`src/rtl/pse_cls_pkg.sv`:
```
package pse_cls_pkg;

    typedef enum logic [1:0] {
        PH_IDLE     = 2'd0,
        PH_DETECT   = 2'd1,
        PH_CLASSIFY = 2'd2,
        PH_POWER    = 2'd3
    } phase_e;

    localparam int NUM_MACH = 3;
    localparam int M_GLB    = 0;
    localparam int M_PRI    = 1;
    localparam int M_SEC    = 2;

    typedef struct packed {
        logic cls_act;
        logic pwr_en;
    } phase_out_t;

    typedef struct packed {
        logic enable;
        logic req_reset;
        logic fault;
        logic glb_flag;
        logic pri_flag;
        logic sec_flag;
    } hold_in_t;

    function automatic phase_e step_phase(input phase_e cur, input logic done,
                                          input logic block);
        phase_e nxt;
        nxt = cur;
        case (cur)
            PH_IDLE:     if (done) nxt = PH_DETECT;
            PH_DETECT:   if (done) nxt = PH_CLASSIFY;
            PH_CLASSIFY: if (done && !block) nxt = PH_POWER;
            PH_POWER:    nxt = PH_POWER;
            default:     nxt = PH_IDLE;
        endcase
        return nxt;
    endfunction

    function automatic phase_out_t decode_phase(input phase_e cur);
        phase_out_t o;
        o.cls_act = (cur == PH_CLASSIFY);
        o.pwr_en  = (cur == PH_POWER);
        return o;
    endfunction

endpackage

```
`src/rtl/pse_lim_latch.sv`:
```
module pse_lim_latch
    import pse_cls_pkg::*;
#(
    parameter int CUR_W    = 8,
    parameter int LIM_CODE = 100
) (
    input  logic             clk,
    input  logic             rst,
    input  phase_e           phase,
    input  logic             clr,
    input  logic [CUR_W-1:0] cur,
    output logic             hit,
    output logic             flag
);

    localparam logic [CUR_W-1:0] LIM_V = CUR_W'(LIM_CODE);

    logic flag_d;

    // Comparison is inclusive: a code equal to the limit counts as a hit.
    assign hit = (phase == PH_CLASSIFY) && (cur >= LIM_V);

    always_comb begin
        if (clr || (phase == PH_IDLE)) begin
            flag_d = 1'b0;
        end else begin
            flag_d = flag | hit;
        end
    end

    always_ff @(posedge clk) begin
        if (rst) begin
            flag <= 1'b0;
        end else begin
            flag <= flag_d;
        end
    end

endmodule

```
`src/rtl/pse_phase_fsm.sv`:
```
module pse_phase_fsm
    import pse_cls_pkg::*;
(
    input  logic   clk,
    input  logic   rst,
    input  logic   force_idle,
    input  logic   done,
    input  logic   block,
    output phase_e phase,
    output logic   cls_act,
    output logic   pwr_en
);

    phase_e     phase_d;
    phase_out_t dec;

    always_comb begin
        if (force_idle) begin
            phase_d = PH_IDLE;
        end else begin
            phase_d = step_phase(phase, done, block);
        end
    end

    always_ff @(posedge clk) begin
        if (rst) begin
            phase <= PH_IDLE;
        end else begin
            phase <= phase_d;
        end
    end

    assign dec     = decode_phase(phase);
    assign cls_act = dec.cls_act;
    assign pwr_en  = dec.pwr_en;

endmodule

```
`src/rtl/pse_hold_ctrl.sv`:
```
module pse_hold_ctrl
    import pse_cls_pkg::*;
(
    input  hold_in_t             hin,
    input  phase_e               glb_phase,
    output logic [NUM_MACH-1:0]  hold,
    output logic [NUM_MACH-1:0]  clr
);

    logic glb_force;
    logic sub_force;

    // Global forcing: disabled, or enabled with any of the three causes.
    assign glb_force = !hin.enable || hin.req_reset || hin.fault || hin.glb_flag;
    // Pair machines follow the global force in the same edge and are
    // pinned to idle while the global machine sits in idle.
    assign sub_force = glb_force || (glb_phase == PH_IDLE);

    always_comb begin
        hold        = '0;
        clr         = '0;
        hold[M_GLB] = glb_force;
        hold[M_PRI] = sub_force || hin.pri_flag;
        hold[M_SEC] = sub_force || hin.sec_flag;
        clr[M_PRI]  = sub_force;
        clr[M_SEC]  = sub_force;
    end

endmodule

```
`src/rtl/pse_class_supervisor.sv`:
```
module pse_class_supervisor
    import pse_cls_pkg::*;
#(
    parameter int CUR_W    = 8,
    parameter int LIM_CODE = 100
) (
    input  logic             clk,
    input  logic             rst,
    input  logic             en_i,
    input  logic             pse_rst_i,
    input  logic             fault_i,
    input  logic             glb_done_i,
    input  logic             pri_done_i,
    input  logic             sec_done_i,
    input  logic [CUR_W-1:0] glb_cur_i,
    input  logic [CUR_W-1:0] pri_cur_i,
    input  logic [CUR_W-1:0] sec_cur_i,
    output logic [1:0]       glb_state_o,
    output logic [1:0]       pri_state_o,
    output logic [1:0]       sec_state_o,
    output logic             glb_cls_o,
    output logic             pri_cls_o,
    output logic             sec_cls_o,
    output logic             glb_pwr_o,
    output logic             pri_pwr_o,
    output logic             sec_pwr_o,
    output logic             glb_lim_o,
    output logic             pri_lim_o,
    output logic             sec_lim_o
);

    logic [CUR_W-1:0]    cur_a   [NUM_MACH];
    logic [NUM_MACH-1:0] done_a;
    logic [NUM_MACH-1:0] hold_a;
    logic [NUM_MACH-1:0] clr_a;
    logic [NUM_MACH-1:0] hit_a;
    logic [NUM_MACH-1:0] flag_a;
    logic [NUM_MACH-1:0] cls_a;
    logic [NUM_MACH-1:0] pwr_a;
    phase_e              phase_a [NUM_MACH];
    hold_in_t            hin;

    assign cur_a[M_GLB]  = glb_cur_i;
    assign cur_a[M_PRI]  = pri_cur_i;
    assign cur_a[M_SEC]  = sec_cur_i;
    assign done_a[M_GLB] = glb_done_i;
    assign done_a[M_PRI] = pri_done_i;
    assign done_a[M_SEC] = sec_done_i;

    assign hin.enable    = en_i;
    assign hin.req_reset = pse_rst_i;
    assign hin.fault     = fault_i;
    assign hin.glb_flag  = flag_a[M_GLB];
    assign hin.pri_flag  = flag_a[M_PRI];
    assign hin.sec_flag  = flag_a[M_SEC];

    pse_hold_ctrl u_hold (
        .hin       (hin),
        .glb_phase (phase_a[M_GLB]),
        .hold      (hold_a),
        .clr       (clr_a)
    );

    for (genvar m = 0; m < NUM_MACH; m++) begin : g_mach
        pse_lim_latch #(
            .CUR_W    (CUR_W),
            .LIM_CODE (LIM_CODE)
        ) u_lim (
            .clk   (clk),
            .rst   (rst),
            .phase (phase_a[m]),
            .clr   (clr_a[m]),
            .cur   (cur_a[m]),
            .hit   (hit_a[m]),
            .flag  (flag_a[m])
        );

        pse_phase_fsm u_fsm (
            .clk        (clk),
            .rst        (rst),
            .force_idle (hold_a[m]),
            .done       (done_a[m]),
            .block      (hit_a[m]),
            .phase      (phase_a[m]),
            .cls_act    (cls_a[m]),
            .pwr_en     (pwr_a[m])
        );
    end

    assign glb_state_o = phase_a[M_GLB];
    assign pri_state_o = phase_a[M_PRI];
    assign sec_state_o = phase_a[M_SEC];
    assign glb_cls_o   = cls_a[M_GLB];
    assign pri_cls_o   = cls_a[M_PRI];
    assign sec_cls_o   = cls_a[M_SEC];
    assign glb_pwr_o   = pwr_a[M_GLB];
    assign pri_pwr_o   = pwr_a[M_PRI];
    assign sec_pwr_o   = pwr_a[M_SEC];
    assign glb_lim_o   = flag_a[M_GLB];
    assign pri_lim_o   = flag_a[M_PRI];
    assign sec_lim_o   = flag_a[M_SEC];

endmodule

```
`config.mk`:
```
export PLATFORM = sky130hd
export DESIGN_NAME = pse_class_supervisor
export DESIGN_NICKNAME = d
export VERILOG_FILES = /design/src/rtl/pse_cls_pkg.sv /design/src/rtl/pse_lim_latch.sv /design/src/rtl/pse_phase_fsm.sv /design/src/rtl/pse_hold_ctrl.sv /design/src/rtl/pse_class_supervisor.sv
export SDC_FILE = /design/constraint.sdc
export NUM_CORES = 1
export LEC_CHECK = 0
export ABC_AREA = 1
export BUFFER_PORTS_ARGS = -buffer_cell sky130_fd_sc_hd__buf_2
export CAP_MARGIN = 10
export CORE_MARGIN = 4
export CORE_UTILIZATION = 36
export DETAILED_ROUTE_END_ITERATION = 16
export GPL_ROUTABILITY_DRIVEN = 0
export PLACE_DENSITY = 0.81
export REMOVE_ABC_BUFFERS = 1
export SKIP_LAST_GASP = 1
export SLEW_MARGIN = 20
export SYNTH_ARGS = -nofsm -noshare
export SYNTH_HDL_FRONTEND = slang
export SYNTH_HIERARCHICAL = 1
export SYNTH_SLANG_ARGS = --single-unit
```
`constraint.sdc`:
```
create_clock -name clk -period 1.1 [get_ports clk]
set_input_delay 0.275 -clock clk [delete_from_list [all_inputs] [get_ports clk]]
set_output_delay 0.275 -clock clk [all_outputs]
set_load 0.02 [all_outputs]
```
==> flow_summary.toml, run 1 <==
[critical_path]
cp-end-kind = "primary output"
ff2ff_path_depth = 7
criticalPathCategory = "flop to primary output"
startpoint_type = "flop"
critPathMaxFanout = 5
rr_endpoint = "g_mach[2].u_fsm/phase[0]$_SDFFE_PP0P_"
reg2reg_from = "g_mach[0].u_fsm/phase[0]$_SDFFE_PP0P_"
r2r_slack_ps = -20
arrival_ps = 930
worst_ep_required_time_ps = 820

[floorplan]
coreArea_um2 = 1780
row_count = 15
start_util_pct = 39.2
dieArea_um2 = 2710
die_h_um = 52.0
die_w_um = 52.0
io_pins = 47

[drt]
drc = 0
detail_route.wl_per_cell_um = 10.6
drt_first_iter_violations = 9
routed_wl_um = 2140
ant_nets = 0
vias_per_cell = 4.23
first_pass_iters = 4
vias = 859

[finish]
area_delta_synth_final_pct = 65.1
drive_gt1_share_pct = 52.8
antenna_cells = 0
num-nets-final = 211

[clock_tree]
tritoncts = "done"
cts-buffers-inserted = 3
cts.htree.levels = 1
root_buffer = "clkbuf_4"
clock-sinks = 9
path_clk_slew_ps = 70
cts_buffer_depth = 2
clk_latency_ps = 260

[synth]
ys_seq_elements = 9
synth_edf_count = 0
synthArstFlopShare_pct = 0
synth_most_common_cell = "nand2_1"
synthFlopType = "dfxtp_1"
synth_cell_type_count = 15
yosys.area.top_type_share_pct = 25.8
synth_warnings = 6
post_synth.cell_area_avg_um2 = 5.59
synth_common_cells = "nand2_1 (35), inv_1 (32), nor2_1 (15)"
yosysSeqAreaShare_pct = 25.8
synthCells = 125
synthTopCellsByArea = "dfxtp_1 (26%), nand2_1 (19%), inv_1 (17%), nor2_1 (8.1%), nand3_1 (5.0%)"
syn_area_um2 = 698
yosys.area.top_type = "dfxtp_1"

[global_routing]
grt_overflow = 0
grt_max_degree = 9
globalRouteMet2Util_pct = 31.2
grt.total_usage_pct = 15.6
antenna_found_initial = 0
grt_pass1_wl_um = 3190
grt_pass1_vias = 819
grt_use_met3_pct = 2.29
grtUsageMet1_pct = 14.7
top_usage_layer = "met2"

[flow_run]
cap_violations = 0

[sta]
fin_crit_ps = 1210
timing.final.ws_setup_ps = -109
min_period_over_period_pct = 110
finalSetupViolCount = 10
tns_ps = -625
fin_worst_skew_ps = 0.426
finalMaxSlewViolations = 0
hold_slack_ps = 312
rsz0062_at_grt = "true"
hold_violations = 0
max_clock_freq_ghz = 0.827

[status]
status = "finished with violations"
violations = "setup timing"

[worst_hold_path]
min_from = "sec_done_i"
worstHoldEndpoint = "g_mach[2].u_fsm/phase[0]$_SDFFE_PP0P_"
hold_class = "input pin to flop"
min_delay_path_depth = 4

[power_and_ir_drop]
p_leak_nw = 0.644
powerDensity_nw_per_um2 = 589
max-vdd-ir-drop_uv = 350

[place]
dp_hpwl_um = 1380
pre_cts_slack_ps = -19.8
portBuffers = 40
layout by cell type (no fill, tap or decap):
cell type,instances
nand2_1,31
inv_1,25
buf_2,29
nor2_1,11
nor2_2,4
nand3_1,5
buf_4,14
dfxtp_4,6
buf_6,10
clkbuf_1,1
nand2_2,7
dfxtp_1,2
a21oi_2,3
conb_1,1
nand4_1,2
clkinv_1,3
nand3_2,2
dfxtp_2,1
clkbuf_4,3
inv_2,10
nor2_4,5
o21ai_1,1
o21ai_0,2
cell type report:
class,instances,area (um^2)
flip-flops and latches,9,204
fillers,150,631
inverters,38,143
well taps,25,31.3
clock buffers,4,26.3
multi-input cells,74,385
repair buffers,53,363
stage by stage:
stage / util, % / std cells / power [W] / cell area [um^2]
finish: 64.6 / 203 / 0.000679 / 1150
global route: 64.6 / 203 / 0.000731 / 1150
floorplan: - / 121 / 0.000374 / 668
detailed placement: 51.7 / 189 / 0.000429 / 922
global placement: 51.7 / 189 / 0.000426 / 922
CTS: 60.8 / 201 / 0.000676 / 1080
worst max-delay path by stage:
stage                                          startpoint                               to  slack [ps]
finish              g_mach[0].u_fsm/phase[0]$_SDFFE_PP0P_                        glb_cls_o        -110
global route        g_mach[0].u_fsm/phase[0]$_SDFFE_PP0P_                        glb_cls_o        -150
CTS                 g_mach[0].u_fsm/phase[0]$_SDFFE_PP0P_                        glb_cls_o         -90
detailed placement  g_mach[0].u_fsm/phase[1]$_SDFFE_PP0P_  g_mach[2].u_lim/flag$_SDFF_PP0_         -20
global placement    g_mach[0].u_fsm/phase[1]$_SDFFE_PP0P_  g_mach[2].u_lim/flag$_SDFF_PP0_          60
floorplan           g_mach[0].u_fsm/phase[0]$_SDFFE_PP0P_  g_mach[1].u_lim/flag$_SDFF_PP0_        -100
routing by layer:
layer | vias to the layer above | wire, um
met5 | - | 0
met4 | 0 | 34
met3 | 4 | 105
met2 | 25 | 1160
met1 | 375 | 841
li1 | 455 | -
report_power, final:
group	leakage (nW)	internal, W	switching, W
clock	0.0150	0.000140	0.000125
sequential	0.0779	0.000312	0.00000105
combinational	0.551	0.0000525	0.0000487
total	0.644	0.000504	0.000175
cells by family after synthesis:
kind of cell    count (synthesis)  synth area share [%]
simple gates                   67                  43.0
other cells                     1                 0.537
buf+inv                        42                  24.7
compound gates                  6                  5.91
flops                           9                  25.8
state kept, by name (all words and copies together), names as in the netlist:
name	count
g_mach.u_lim/flag	3
g_mach.u_fsm/phase	6
worst max-delay path, cell delays in order, from the launching register on:
cell and delay [ps]:
dfxtp_4 360, buf_6 130, nor2_4 70, buf_6 120
what timing repair did:
item / CTS / global route
gates cloned: 0 / 0
setup endpoints to repair: 13 / 19
pin swaps: 4 / 6
hold buffers: 0 / 0
resized for setup: 32 / 22
buffers inserted: 8 / 2
Note: power is estimated with default switching activity, not from simulation.
==> inputs of run 2 (changes only) <==
PLACE_DENSITY = 0.74   (was 0.81)
SKIP_CTS_REPAIR_TIMING = 1   (was unset)
==> run 2 against run 1 <==
Compared with the run above:
- the run still ends with setup timing left
- clock skew increased by 5.3 ps
- sequential power is essentially flat
- non-clock buffer count decreased by 3
- clock power decreased by 5%
- wire length shrank 20%
- global-route usage decreased by 3.7 points
- sequential share of layout area increased by 0.48 points
- worst setup slack improved by 23 ps
- maximum frequency grew 2.0%
- via count shrank 2.0%
- cell count is 1.5% lower
- largest cell class unchanged
==> flow_summary.toml, run 2 (synthesis gave the netlist of run 1 again) <==
[drt]
vias = 842
ant_nets = 0
first_pass_iters = 4
vias_per_cell = 4.21
drc = 0
routed_wl_um = 1720
drt_first_iter_violations = 14
detail_route.wl_per_cell_um = 8.60

[power_and_ir_drop]
powerDensity_nw_per_um2 = 602
intPower_w = 0.000504
p_total_w = 0.000663
p_seq_share_pct = 47.6
p_comb_share_pct = 14.5
max-vdd-ir-drop_uv = 629
swShare_pct = 23.9
p_sw_w = 0.000158
clkPwrFrac_pct = 37.9
p_leak_nw = 0.624

[floorplan]
die_h_um = 52.0
row_count = 15
io_pins = 47
start_util_pct = 39.2
coreArea_um2 = 1780
dieArea_um2 = 2710
die_w_um = 52.0

[clock_tree]
clock-sinks = 9
root_buffer = "clkbuf_4"
cts.htree.levels = 1
clk_latency_ps = 260
path_clk_slew_ps = 60
tritoncts = "done"
cts-buffers-inserted = 3
cts_buffer_depth = 2

[global_routing]
antenna_found_initial = 0
grt_max_degree = 8
grt_pass1_vias = 695
grt_pass1_wl_um = 2530
grt_overflow = 0
grt.total_usage_pct = 11.9

[critical_path]
ff2ff_path_depth = 8
r2r_slack_ps = 60
crit_slowest_cell = "dfxtp_4"
worstPathCellList = "inv_4 -> nor2_2 -> buf_4"
path_buf_inv = 2
arrival_ps = 910
slowest_delay_ps = 380
cp.depth = 3
criticalPathCategory = "flop to primary output"
cp-end-kind = "primary output"
worst_ep_required_time_ps = 820
cp_top_family = "flip-flops"
startpoint_type = "flop"
critPathMaxFanout = 5

[sta]
fin_worst_skew_ps = 5.74
tns_ps = -427
hold_violations = 0
fin_crit_ps = 1190
timing.final.ws_setup_ps = -85.7
min_period_over_period_pct = 108
rsz0062_at_grt = "true"
finalSetupViolCount = 7
finalMaxSlewViolations = 0
max_clock_freq_ghz = 0.843

[finish]
mostFrequentLayoutCells = "nand2_1 (33), buf_2 (30), inv_1 (26)"
area_delta_synth_final_pct = 57.7
fillers = 157
drive_gt1_share_pct = 48.6
regMostFlops = "g_mach.u_fsm/phase"
antenna_cells = 0
regArea_um2 = 200
layout_commonest_cell = "nand2_1"
final_util_pct = 61.8
multi_input_area_um2 = 373
largest_reg_flops = 6
largest_registers = "g_mach.u_fsm/phase: 6 flops, g_mach.u_lim/flag: 3 flops"
num-nets-final = 208

[place]
portBuffers = 40
dp_hpwl_um = 1280

[status]
status = "finished with violations"
violations = "setup timing"

[worst_hold_path]
min_delay_path_depth = 4
hold_class = "input pin to flop"

[flow_run]
cap_violations = 0
## run 2: stage by stage
stage	std cells	setup WS (ps)	hold WS, ps	area [um^2]
global placement	189	51.7	464	922
floorplan	121	-97.1	428	668
detailed placement	189	46.4	467	922
finish	200	-85.7	305	1100
global route	200	-126	333	1100
CTS	193	-216	310	948
## run 2: layout make-up
| cell class | instances | area share [%] |
|---|---|---|
| inverter | 38 | 13.4 |
| timing repair buffer | 50 | 29.3 |
| multi-input combinational | 74 | 33.9 |
| sequential | 9 | 18.2 |
| tap | 25 | 2.84 |
| clock buffer | 4 | 2.39 |
## run 2: worst paths after layout
check	start	to
setup / recovery	g_mach[1].u_fsm/phase[1]$_SDFFE_PP0P_	pri_cls_o
hold / removal	pri_done_i	g_mach[1].u_fsm/phase[0]$_SDFFE_PP0P_
setup reg to reg	g_mach[0].u_fsm/phase[0]$_SDFFE_PP0P_	g_mach[0].u_fsm/phase[0]$_SDFFE_PP0P_
hold reg to reg	g_mach[2].u_lim/flag$_SDFF_PP0_	g_mach[2].u_lim/flag$_SDFF_PP0_
## run 2: power groups by stage
stage	Sequential (W)	Combinational, W	Clock [W]
CTS	0.000327	0.0000944	0.000258
detailed placement	0.000335	0.0000943	0
global placement	0.000335	0.0000906	0
finish	0.000316	0.0000961	0.000251
global route	0.000315	0.000111	0.000273
floorplan	0.000337	0.0000378	0
## run 2: routing by layer
layer  wire, um  track usage (%)  up-vias  part of all wire [%]
li1           -                -      452                     -
met1        715             13.8      360                    42
met2        874             21.1       28                    51
met3        112             2.58        2                   6.5
met4         17             3.93        0                  0.99
met5          0                0        -                     0
## run 2: worst register-to-register path: cells and delay by family (launching register included)
kind / cells / cell delay (ps)
and+or+nand+nor: 5 / 290
buffers and inverters: 3 / 310
DFF: 1 / 340
==> inputs of run 3 (changes only) <==
--- a/config.mk
+++ b/config.mk
@@ -10,7 +10,9 @@
 export CAP_MARGIN = 10
+export CELL_PAD_IN_SITES_DETAIL_PLACEMENT = 1
+export CELL_PAD_IN_SITES_GLOBAL_PLACEMENT = 1
 export CORE_MARGIN = 4
-export CORE_UTILIZATION = 36
+export CORE_UTILIZATION = 22
 export DETAILED_ROUTE_END_ITERATION = 16
 export GPL_ROUTABILITY_DRIVEN = 0
-export PLACE_DENSITY = 0.74
+export PLACE_DENSITY_LB_ADDON = 0.1
 export REMOVE_ABC_BUFFERS = 1
--- a/constraint.sdc
+++ b/constraint.sdc
@@ -3,2 +3,2 @@
 set_output_delay 0.275 -clock clk [all_outputs]
-set_load 0.02 [all_outputs]
+set_load 0.05 [all_outputs]
==> run 3 against run 2 <==
Compared with the run above:
- the flow still finishes with violations (setup timing)
- maximum frequency shrank 3.7%
- hold slack better by 1.1 ps
- die area up 53%
- cell count is 9.5% higher
- clock power is 8.4% higher
- design area up 11%
- flip-flop and latch count unchanged
- clock-buffer cell count unchanged
- global-route usage is 1.9 points lower
- clock skew shrank 5.2 ps
- sequential power is 1% lower
- critical endpoint is now glb_cls_o
- highest routed layer unchanged
==> flow_summary.toml, run 3 (synthesis gave the netlist of run 1 again) <==
[power_and_ir_drop]
p_comb_share_pct = 15.1
p_seq_share_pct = 45.4
intPower_w = 0.000502
powerDensity_nw_per_um2 = 563
p_total_w = 0.000687
max-vdd-ir-drop_uv = 163
clkPwrFrac_pct = 39.6
swShare_pct = 26.9
p_sw_w = 0.000185
p_leak_nw = 0.644

[flow_run]
cap_violations = 0

[drt]
vias_per_cell = 3.96
ant_nets = 0
detail_route.wl_per_cell_um = 9.66
drc = 0
drt_first_iter_violations = 3
first_pass_iters = 4
routed_wl_um = 2120
vias = 867

[finish]
antenna_cells = 0
fillers = 421
layout_commonest_cell = "nand2_1"
fin_area_um2 = 1220
largest_reg_flops = 6
drive_gt1_share_pct = 51.4
regMostFlops = "g_mach.u_fsm/phase"
area_delta_synth_final_pct = 74.7
final_cells = 219
num-nets-final = 208
mostFrequentLayoutCells = "nand2_1 (32), inv_1 (27), buf_2 (26)"
largest_registers = "g_mach.u_fsm/phase: 6 flops, g_mach.u_lim/flag: 3 flops"

[critical_path]
worst_ep_required_time_ps = 820
worstPathCellList = "inv_2 -> nor2_2 -> buf_6"
criticalPathCategory = "flop to primary output"
slowest_delay_ps = 380
arrival_ps = 960
startpoint_type = "flop"
cp-end-kind = "primary output"
crit_slowest_cell = "dfxtp_4"
critPathMaxFanout = 6

[place]
dpl.cell_count = 213
dp_hpwl_um = 1560
portBuffers = 40
place_area_um2 = 983
pre_cts_slack_ps = -23.2

[clock_tree]
cts.htree.levels = 1
clock-sinks = 9
path_clk_slew_ps = 70
cts_buffer_depth = 2
clk_latency_ps = 270
cts-buffers-inserted = 3
root_buffer = "clkbuf_4"
tritoncts = "done"

[status]
status = "finished with violations"
violations = "setup timing"

[sta]
finalSetupViolCount = 10
fin_worst_skew_ps = 0.549
timing.final.ws_setup_ps = -131
hold_violations = 0
fin_crit_ps = 1230
finalMaxSlewViolations = 0
max_clock_freq_ghz = 0.812
min_period_over_period_pct = 112
rsz0062_at_grt = "true"

[floorplan]
dieArea_um2 = 4140
die_w_um = 64.3
start_util_pct = 22.9
coreArea_um2 = 3050
row_count = 20
die_h_um = 64.3
io_pins = 47

[global_routing]
grt_pass1_vias = 836
grt_max_degree = 8
antenna_found_initial = 0
grt_pass1_wl_um = 3320
grt.total_usage_pct = 9.98
grt_overflow = 0

[worst_hold_path]
hold_class = "input pin to flop"
-- run 3: changes by cell type in the layout (fill, tap and decap cells not counted), moves of 2 or more --
| cell | delta |
|---|---|
| nor2_1 | -2 |
| dfxtp_4 | +2 |
| buf_2 | -4 |
| dfxtp_1 | -3 |
| buf_4 | -5 |
| buf_8 | +8 |
-- run 3: layout make-up --
cell class | count | area (um^2) | area share (%)
Inverter | 38 | 148 | 12.1
Timing Repair Buffer | 50 | 397 | 32.5
Multi-Input combinational cell | 74 | 385 | 31.6
Tap cell | 44 | 55.1 | 4.51
Sequential cell | 9 | 209 | 17.1
Clock buffer | 4 | 26.3 | 2.15
-- run 3: metrics by stage --
stage / setup TNS (ps) / utilization [%] / hold slack [ps]
after floorplan: -5040 / - / 428
after global placement: -13.3 / 32.2 / 467
after detailed placement: -32.5 / 32.2 / 477
after CTS: -3120 / 33.1 / 303
after global routing: -1420 / 40.0 / 317
final: -878 / 40.0 / 306
-- run 3: final timing paths --
path                                           endpoint                                   from  slack, ps  cells after the start
hold / removal    g_mach[1].u_fsm/phase[0]$_SDFFE_PP0P_                             pri_done_i        310                      4
setup / recovery                              glb_cls_o  g_mach[0].u_fsm/phase[1]$_SDFFE_PP0P_       -130                      3
setup reg to reg  g_mach[2].u_fsm/phase[0]$_SDFFE_PP0P_  g_mach[0].u_fsm/phase[0]$_SDFFE_PP0P_         80                      6
hold reg to reg         g_mach[1].u_lim/flag$_SDFF_PP0_        g_mach[1].u_lim/flag$_SDFF_PP0_        480                      2
-- run 3: metal layers --
| metal | GRT usage, % | vias up | wire length [um] |
|---|---|---|---|
| met5 | 0 | - | 0 |
| met4 | 6.33 | 0 | 22 |
| met3 | 1.23 | 2 | 133 |
| met2 | 15.6 | 32 | 1010 |
| met1 | 12.8 | 382 | 951 |
| li1 | - | 451 | - |
-- run 3: worst max-delay path: cells and delay by family (launching register included) --
family / cells / cell delay, ps
flops: 1 / 380
buf+inv: 2 / 220
simple gates: 1 / 90
-- run 3: power groups by stage --
stage	Sequential [W]	Combinational, W	Clock (W)
global placement	0.000335	0.0000949	0
finish	0.000312	0.000104	0.000272
global route	0.000312	0.000119	0.000305
detailed placement	0.000335	0.0000997	0
floorplan	0.000338	0.0000379	0
CTS	0.000328	0.000100	0.000289
